## config.mk

```make
export PLATFORM = sky130hd
export DESIGN_NAME = irq_status_ctrl
export DESIGN_NICKNAME = d
export VERILOG_FILES = /design/src/rtl/irq_sts_pkg.sv /design/src/rtl/irq_sts_store.sv /design/src/rtl/irq_sts_mask.sv /design/src/rtl/irq_sts_merge.sv /design/src/rtl/irq_status_ctrl.sv
export SDC_FILE = /design/constraint.sdc
export NUM_CORES = 1
export LEC_CHECK = 0
export ABC_CLOCK_PERIOD_IN_PS = 1850
export BUFFER_PORTS_ARGS = -buffer_cell sky130_fd_sc_hd__buf_2
export CORE_AREA = 2 2 88 90
export DETAILED_ROUTE_END_ITERATION = 10
export DIE_AREA = 0 0 90 92
export PLACE_DENSITY = 0.82
export SLEW_MARGIN = 40
export SYNTH_ARGS = -nofsm -noshare
export SYNTH_HDL_FRONTEND = slang
export SYNTH_SLANG_ARGS = --single-unit
```

## constraint.sdc

```tcl
create_clock -name clk -period 1.85 [get_ports clk]
set_clock_uncertainty 0.2 [all_clocks]
set_input_delay 0 -clock clk [delete_from_list [all_inputs] [get_ports clk]]
set_output_delay 0 -clock clk [all_outputs]
set_load 0.1 [all_outputs]
```

## src/rtl/irq_sts_pkg.sv

```systemverilog
// Shared definitions for the sticky status / mask block.
// Assumes a single clock domain and that sel values are the only register codes.
package irq_sts_pkg;
    typedef enum logic {
        SEL_STATUS = 1'b0,
        SEL_MASK   = 1'b1
    } reg_sel_e;
endpackage

```

## src/rtl/irq_sts_store.sv

```systemverilog
// Sticky status storage: each bit is set by its event strobe and held until
// a clear pulse. An event in the clear cycle wins over the clear.
// Assumes the caller has already removed any pass-through bit from evt_i.
module irq_sts_store #(
    parameter int WIDTH = 32
) (
    input  logic             clk,
    input  logic             rst_n,
    input  logic [WIDTH-1:0] evt_i,
    input  logic             clr_i,
    output logic [WIDTH-1:0] stat_q
);
    // Hold-or-set per bit, with clear-on-read taking effect before new events.
    always_ff @(posedge clk) begin
        if (!rst_n) stat_q <= '0;
        else        stat_q <= (clr_i ? '0 : stat_q) | evt_i;
    end
endmodule

```

## src/rtl/irq_sts_mask.sv

```systemverilog
// Mask register: full-width load on write, reset to a parameter value.
// Assumes writes are already qualified by the register select.
module irq_sts_mask #(
    parameter int               WIDTH      = 32,
    parameter logic [WIDTH-1:0] MASK_RESET = '1
) (
    input  logic             clk,
    input  logic             rst_n,
    input  logic             we_i,
    input  logic [WIDTH-1:0] wdata_i,
    output logic [WIDTH-1:0] mask_q
);
    // Load the whole mask on a qualified write.
    always_ff @(posedge clk) begin
        if (!rst_n)    mask_q <= MASK_RESET;
        else if (we_i) mask_q <= wdata_i;
    end
endmodule

```

## src/rtl/irq_sts_merge.sv

```systemverilog
// Combines stored status, mask and the level bit into the interrupt and
// fatal outputs, and registers read data.
// Assumes stat_i holds 0 at PASS_BIT (the level is taken from lvl_i).
module irq_sts_merge #(
    parameter int               WIDTH     = 32,
    parameter int               PASS_BIT  = 23,
    parameter logic [WIDTH-1:0] FATAL_SET = '0
) (
    input  logic             clk,
    input  logic             rst_n,
    input  logic [WIDTH-1:0] stat_i,
    input  logic [WIDTH-1:0] mask_i,
    input  logic             lvl_i,
    input  logic             rd_i,
    input  logic             sel_i,
    output logic [WIDTH-1:0] rd_data_o,
    output logic             irq_o,
    output logic             fatal_o
);
    logic [WIDTH-1:0] live_bits;
    logic [WIDTH-1:0] fire;

    // Per-bit interrupt contribution; the pass-through position ignores the mask.
    for (genvar b = 0; b < WIDTH; b++) begin : g_bit
        if (b == PASS_BIT) begin : g_pass
            assign live_bits[b] = lvl_i;
            assign fire[b]      = lvl_i;
        end else begin : g_mask
            assign live_bits[b] = stat_i[b];
            assign fire[b]      = stat_i[b] & ~mask_i[b];
        end
    end

    // Reduce the enabled bits to one request line.
    assign irq_o   = |fire;
    // Fatal summary looks at stored bits only, not at the mask.
    assign fatal_o = |(stat_i & FATAL_SET);

    // Capture the addressed register on a read strobe.
    always_ff @(posedge clk) begin
        if (!rst_n)    rd_data_o <= '0;
        else if (rd_i) rd_data_o <= sel_i ? mask_i : live_bits;
    end
endmodule

```

## src/rtl/irq_status_ctrl.sv

```systemverilog
// Top: sticky clear-on-read event status with a mask-gated interrupt, an
// unmaskable pass-through level bit and an unmasked fatal summary.
// Assumes single-cycle strobes on evt_i and a single clock domain.
module irq_status_ctrl #(
    parameter int               WIDTH      = 32,
    parameter int               PASS_BIT   = 23,
    parameter logic [WIDTH-1:0] MASK_RESET = 32'hFF7F_FFFF,
    parameter logic [WIDTH-1:0] FATAL_SET  = 32'hFC7C_0000
) (
    input  logic             clk,
    input  logic             rst_n,
    input  logic [WIDTH-1:0] evt_i,
    input  logic             mgmt_lvl_i,
    input  logic             rd_en_i,
    input  logic             wr_en_i,
    input  logic             sel_i,
    input  logic [WIDTH-1:0] wr_data_i,
    output logic [WIDTH-1:0] rd_data_o,
    output logic             irq_o,
    output logic             fatal_o
);
    import irq_sts_pkg::*;

    localparam logic [WIDTH-1:0] PASS_ONE = {{(WIDTH-1){1'b0}}, 1'b1} << PASS_BIT;

    logic [WIDTH-1:0] stat_q;
    logic [WIDTH-1:0] mask_q;
    logic             stat_clr;
    logic             mask_we;

    // Decode the register port into a status clear and a mask load.
    assign stat_clr = rd_en_i && (reg_sel_e'(sel_i) == SEL_STATUS);
    assign mask_we  = wr_en_i && (reg_sel_e'(sel_i) == SEL_MASK);

    irq_sts_store #(.WIDTH(WIDTH)) u_store (
        .clk    (clk),
        .rst_n  (rst_n),
        .evt_i  (evt_i & ~PASS_ONE),
        .clr_i  (stat_clr),
        .stat_q (stat_q)
    );

    irq_sts_mask #(.WIDTH(WIDTH), .MASK_RESET(MASK_RESET)) u_mask (
        .clk     (clk),
        .rst_n   (rst_n),
        .we_i    (mask_we),
        .wdata_i (wr_data_i),
        .mask_q  (mask_q)
    );

    irq_sts_merge #(.WIDTH(WIDTH), .PASS_BIT(PASS_BIT), .FATAL_SET(FATAL_SET)) u_merge (
        .clk       (clk),
        .rst_n     (rst_n),
        .stat_i    (stat_q),
        .mask_i    (mask_q),
        .lvl_i     (mgmt_lvl_i),
        .rd_i      (rd_en_i),
        .sel_i     (sel_i),
        .rd_data_o (rd_data_o),
        .irq_o     (irq_o),
        .fatal_o   (fatal_o)
    );
endmodule

```

==> run metrics, run 1 <==
status aborted with a tool error; Halt Stage 4_1_cts; Run Error [ERROR RSZ-0060] Max buffer count reached.; Post-synth EDFFs 0; Mapped Cells 427; post-DP HPWL 6540 µm; clk buf depth 2; Cell Rows 32; Post-Synth Adder-Cell Area 0%; Yosys cell types 23; Yosys Warn Count 0; predominant post-synthesis flop cell dfxtp_1; mapped cell area 3880 µm²; root buffer cell clkbuf_8; compound-gate portion of the synthesized area 18.5%; Async SR Flop Fraction 0%; starting density of the core 52.2%; gp weighted congestion 0.844; cts hold-fix bufs 126; XOR/XNOR share of the synthesized area 0%; register area share after synthesis 49.0%; die width 90 µm; Syn Area/Cell 9.10 µm²; clk sinks 95; number of synthesized register bits 95; count of input and output buffers 102; post-synthesis simple-gate area fraction 21.0%; CTS Buf Count 9; total number of H-tree levels 3; IO Pins 104; largest family of logic cells by synthesized area simple AND/OR/NAND/NOR gates; postcts setup bufs 2; Die Y-Extent 92 µm; # resized after CTS 13; mux share of post-synthesis cell area 5.15%; Syn Nets 497
## cells in the mapped netlist, types with 2 or more instances
library cell  instances  share of area (%)
buf_2                17                2.2
nand2b_1             13                2.1
o211a_1              32                8.2
dfxtp_1              95                 49
nor2b_1              34                5.5
clkbuf_1              7               0.68
o2111ai_1             4               0.90
nand3_1              28                3.6
a2111oi_2             3                1.2
nand2_1              92                8.9
buf_6                 7                2.0
mux2i_1              20                5.2
inv_1                16                1.5
nor4_1                2               0.32
a21oi_1              31                4.0
o211ai_1             16                3.1
o22ai_1               4               0.64
## per-stage QoR
stage | worst slack, ns | instance area (µm²) | instances
after global placement | 0.193 | 4450 | 610
after floorplan | -0.148 | 3880 | 427
after detailed placement | 0.187 | 4450 | 610
## kinds of logic after synthesis
kind of cell,count (synthesis)
flops,95
buf+inv,47
mux,20
compound gates,92
simple gates,173
==> run 2: changes to the inputs <==
CORE_AREA = 2 2 102 104   (was 2 2 88 90)
DIE_AREA = 0 0 104 106   (was 0 0 90 92)
PLACE_DENSITY = unset   (was 0.82)
PLACE_DENSITY_LB_ADDON = 0.15   (was unset)
==> run 2 against run 1 <==
Effect of this change: the flow now finishes, with violations (hold timing, setup timing); synthesized area unchanged; synthesized cell count stayed put.
==> run metrics, run 2 <==
Startpoint Class register; mapped cell area 3880 µm² (unchanged); via count 3827; register area share after synthesis 49.0% (unchanged); Sum Neg Setup Slack -0.0920 ns; Pre-antenna DRT Iters 4; Die Y-Extent 106 µm (+15%); Layout area overhead 57.0%; Post-layout nets 713; Synth area leader dfxtp_1; gp weighted congestion 0.818 (-3.1%); max cap viols 0; Post-synth top cells dfxtp_1, nand2_1, nor2b_1; RSZ-0062 raised after global routing true; Die ar. 11000 µm²; ratio of cells with drive above 1 in the final layout 22.8%; Post-DP Area 4480 µm² (+0.79%); status complete, but fails checks; Hold Slack -0.0254 ns; Finished Core Util 61.0%; total congestion overflow 0; Total GRT Usage 22.3%; final slew viol count 0; Avg WL per Cell 15.4 µm; Worst-Margin Slew 0.654 ns; post-DP HPWL 7000 µm (+7.0%); Core Box Area 10000 µm²; Crit Path Class register to primary output; vias in the first global route 4131; Async SR Flop Fraction 0% (unchanged); CTS Buf Count 9 (unchanged); Rel. slew slack 56.3%; largest cells by area after synthesis dfxtp_1, nand2_1, o211a_1, nor2b_1, mux2i_1; Syn Nets 497 (unchanged); ANT nets after route 0; Syn Area/Cell 9.10 µm² (unchanged); count of input and output buffers 102 (unchanged); # DRC 0; initial DRC count 147; initial antenna violation count 0; most common cell in the netlist dfxtp_1; largest net degree at the start of global routing 96; commonest non-fill, non-tap cells in the layout dlygate4sd3_1, buf_2, nand2_1; starting density of the core 38.9% (-13 points); Final min period 1.94 ns; number of synthesized register bits 95 (unchanged); antenna cell count 0; Hold Crit Class primary input to register; Mapped Cells 427 (unchanged); Cell Rows 37 (+16%); TritonCTS clock tree yes; fin crit share 105%; commonest non-fill, non-tap cell in the layout dlygate4sd3_1; failing checks hold timing, setup timing; Yosys Warn Count 0 (unchanged); Worst-Skew Late Latency 0.36 ns; Peak VDD IR 0.446 mV; Final Cell Area 6100 µm²; fmax 515 MHz; Routed WL 12100 µm; Fin. Hold Viols 2; Yosys cell types 23 (unchanged); worst path required time 1.65 ns; Leakage Power 2.96 nW; total number of H-tree levels 3 (unchanged); drt via density 4.88; pre-CTS WS 0.101 ns (-0.0868 ns); Largest regs u_mask.mask_q x32, u_merge.rd_data_o x32, u_store.stat_q x31; clk sinks 95 (unchanged); Tot Pwr 5.16 mW; CP Capture Type primary output; # setup viols final 1; Final WS setup -0.0920 ns; clk slew on worst S/H paths 0.10 ns; IO Pins 104 (unchanged); Post-synth EDFFs 0 (unchanged); clk buf depth 2 (unchanged); worst path arrival time 1.74 ns; PwrDens 845 nW/µm²; CP max FO 3; root buffer cell clkbuf_8; fillers 917; top cell type's share of synthesized area 49.0% (unchanged); predominant post-synthesis flop cell dfxtp_1; first-pass GRT wire length 19600 µm; die width 104 µm (+16%)
-- run 2: cell counts after synthesis --
Identical to the previous run, type by type.
-- run 2: power by group --
part           internal, mW  switching, mW
sequential             2.20          0.107
combinational         0.497          0.770
clock                 0.842          0.741
-- run 2: metal layers --
metal | part of all wire [%] | vias to the layer above | GRT usage [%]
li1 | - | 1901 | -
met1 | 45 | 1800 | 26.8
met2 | 49 | 100 | 40.0
met3 | 4.0 | 26 | 2.94
met4 | 2.8 | 0 | 9.94
met5 | 0 | - | 0
-- run 2: final cells by class --
cell class | count | area [µm²] | share of cell area [%]
Clock buffer | 12 | 155 | 2.54
Tap cell | 136 | 170 | 2.79
Clock inverter | 4 | 76.3 | 1.25
Sequential cell | 95 | 1910 | 31.3
Timing Repair Buffer | 236 | 1880 | 30.9
Multi-Input combinational cell | 285 | 1840 | 30.2
Inverter | 16 | 60.1 | 0.984
-- run 2: cells by family (layout without fill, tap and decap cells) --
group / after synthesis / count (layout) / synth area share [%]
flip-flops: 95 / 95 / 49.0
buffers and inverters: 47 / 268 / 6.44
AO/OA/AOI/OAI: 92 / 92 / 18.5
multiplexers: 20 / 20 / 5.15
AND/OR/NAND/NOR: 173 / 173 / 21.0
-- run 2: repair_timing --
| action | in CTS | in global routing |
|---|---|---|
| gates cloned | 0 | 0 |
| gates resized for setup | 13 | 15 |
| hold endpoints to repair | 95 | 0 |
| buffers inserted | 0 | 1 |
| pin swaps | 3 | 4 |
| hold buffers | 132 | 0 |
| endpoints found under the setup margin | 1 | 10 |
-- run 2: worst paths after layout --
check	startpoint	to	slack (ns)	cells past startpoint
worst max-delay path	u_mask.mask_q[27]$_SDFFE_PN1P_	irq_o	-0.09	5
worst min-delay path	sel_i	u_merge.rd_data_o[6]$_SDFFE_PN0P_	-0.03	3
worst max register to register	u_mask.mask_q[3]$_SDFFE_PN1P_	u_merge.rd_data_o[3]$_SDFFE_PN0P_	0.34	4
worst min register to register	u_merge.rd_data_o[29]$_SDFFE_PN0P_	u_merge.rd_data_o[29]$_SDFFE_PN0P_	0.28	1
-- run 2: worst max-delay path: stages, from the launching register on --
cell,delay [ns]
dfxtp_2,0.34
nand2b_4,0.13
o2111ai_4,0.13
a2111oi_4,0.30
nand4_1,0.24
buf_12,0.24
-- run 2: stage by stage --
stage	cells	hold slack (ns)
after CTS	791	0.00934
final	784	-0.0254
after global placement	643	0.0132
after floorplan	427	-0.0772
after global routing	784	-0.0000870
after detailed placement	643	0.0153
Note: power is estimated with default switching activity, not from simulation.
==> run 3: changes to the inputs <==
ABC_CLOCK_PERIOD_IN_PS = 2350   (was 1850)
clock period = 2.35 ns   (was 1.85 ns; I/O delays follow)
==> run 3 against run 2 <==
Effect of this change: the run now ends clean; non-clock buffer count up 4; core utilization down 1.2 points; global-route usage down 0.88 points; worst setup slack better by 0.31 ns; via count up 0.18%; register-to-register slack worse by 0.02 ns; clock power down 27%; largest power group unchanged.
==> run metrics, run 3 (synthesis gave the netlist of run 2 again) <==
Final min period 2.13 ns; CTS Buf Count 9 (unchanged); Tot Pwr 3.94 mW (-24%); RR Startpoint u_mask.mask_q[23]$_SDFFE_PN0P_; first-pass GRT wire length 18800 µm (-4.4%); Crit Path Class register to primary output; status finished clean; max cap viols 0 (unchanged); critical hold path startpoint sel_i; Peak VDD IR 0.315 mV (-29%); worst reg2reg setup slack 0.32 ns (-0.02 ns); die width 104 µm (unchanged); worst path arrival time 1.93 ns (+0.19 ns); CP max-delay cell a2111oi_2; crit path launch u_mask.mask_q[11]$_SDFFE_PN1P_; drt via density 4.87 (-0.33%); IO Pins 104 (unchanged); Leakage Power 2.89 nW (-2.4%); reg2reg end u_merge.rd_data_o[23]$_SDFFE_PN0P_; RSZ-0062 raised after global routing false; count of input and output buffers 102 (unchanged); vias in the first global route 3836 (-7.1%); Final WS setup 0.218 ns (+0.310 ns); starting density of the core 38.9% (unchanged); # setup viols final 0 (-1); ANT nets after route 0 (unchanged); pre-CTS WS 0.591 ns (+0.490 ns); postcts setup bufs 0 (unchanged); Post-layout nets 717 (+0.56%); R2R cell count 5 (+1); via count 3834 (+0.18%); initial antenna violation count 0 (unchanged); worst path required time 2.15 ns (+0.50 ns); Final Cell Area 5980 µm² (-1.9%); Sum Neg Setup Slack 0 ns (+0.0920 ns); Layout area overhead 54.0%; largest net degree at the start of global routing 96 (unchanged); gp weighted congestion 0.746 (-8.8%); fmax 469 MHz; CP Capture Type primary output; Avg WL per Cell 14.8 µm (-3.9%); Worst-Margin Slew 0.640 ns (-0.0135 ns); clk slew on worst S/H paths 0.09 ns (about the same); Hold Slack 0.121 ns (+0.146 ns); Min-Delay Path Depth 5 (+2); antenna cell count 0 (unchanged); commonest non-fill, non-tap cell in the layout dlygate4sd3_1; fin crit share 90.7%; Cell Rows 37 (unchanged); Worst-Skew Late Latency 0.36 ns (about the same); Largest regs u_mask.mask_q x32, u_merge.rd_data_o x32, u_store.stat_q x31; post-DP HPWL 7040 µm (+0.57%); Die ar. 11000 µm² (unchanged); # DRC 0 (unchanged); Die Y-Extent 106 µm (unchanged); Startpoint Class register; ratio of cells with drive above 1 in the final layout 19.9% (-2.9 points); commonest non-fill, non-tap cells in the layout dlygate4sd3_1, buf_2, dfxtp_1; Hold Crit Class primary input to register; clk sinks 95 (unchanged); crit-path cells nand2b_1 > o2111ai_1 > a2111oi_2 > nand4_1 > buf_2; CP max FO 3 (unchanged); root buffer cell clkbuf_8; total congestion overflow 0 (unchanged); clk buf depth 2 (unchanged); total number of H-tree levels 3 (unchanged); Total GRT Usage 21.5% (-0.88 points); Post-DP Area 4460 µm² (-0.45%); Core Box Area 10000 µm² (unchanged); Worst path max stage delay 0.41 ns (+0.07 ns); Rel. slew slack 57.2% (+0.91 points); TritonCTS clock tree yes; final slew viol count 0 (unchanged); initial DRC count 212 (+44%); Fin. Hold Viols 0 (-2); Routed WL 11600 µm (-3.4%); PwrDens 658 nW/µm² (-22%); Hold EP u_merge.rd_data_o[9]$_SDFFE_PN0P_; Pre-antenna DRT Iters 4 (unchanged)
run 3: worst max-delay path by stage:
stage	endpoint	slack [ns]	cells past startpoint
floorplan	irq_o	0.34	4
global placement	irq_o	0.59	5
detailed placement	irq_o	0.59	5
CTS	u_merge.rd_data_o[23]$_SDFFE_PN0P_	0.13	6
global route	irq_o	0.07	5
finish	irq_o	0.22	5
run 3: power breakdown:
group          switching [mW]  internal [mW]  leakage (nW)
Combinational           0.597          0.380          2.00
Sequential             0.0779           1.73         0.791
Clock                   0.577          0.579         0.101
Total                    1.25           2.69          2.89
run 3: per-layer routing:
layer	global-route usage, %	vias to the layer above	share of wire (%)	wire length (µm)
met1	28.2	1812	47	5490
li1	-	1902	-	-
met2	35.9	102	47	5440
met4	6.76	0	1.7	199
met3	3.86	18	4.4	511
met5	0	-	0	0
run 3: stage by stage:
stage / util [%] / cells
detailed placement: 44.6 / 642
global placement: 44.6 / 642
finish: 59.8 / 788
global route: 59.8 / 788
floorplan: - / 427
CTS: 59.8 / 788
run 3: layout make-up:
class	instances	area (µm²)
clock buffers	12	165
inverters	16	60.1
fillers	936	4020
well taps	136	170
flip-flops and latches	95	1900
repair buffers	240	1900
clock inverters	4	52.6
multi-input cells	285	1730
run 3: worst max-delay path, delay by kind of cell (launching register included):
| family | cells | cell delay (ns) |
|---|---|---|
| compound gates | 2 | 0.55 |
| flops | 1 | 0.35 |
| buf+inv | 1 | 0.34 |
| simple gates | 2 | 0.34 |
run 3: what timing repair did:
| item | CTS | global route |
|---|---|---|
| setup endpoints to repair | 0 | 1 |
| hold endpoints to repair | 94 | 0 |
| hold buffers | 130 | 0 |
| resized for setup | 0 | 1 |
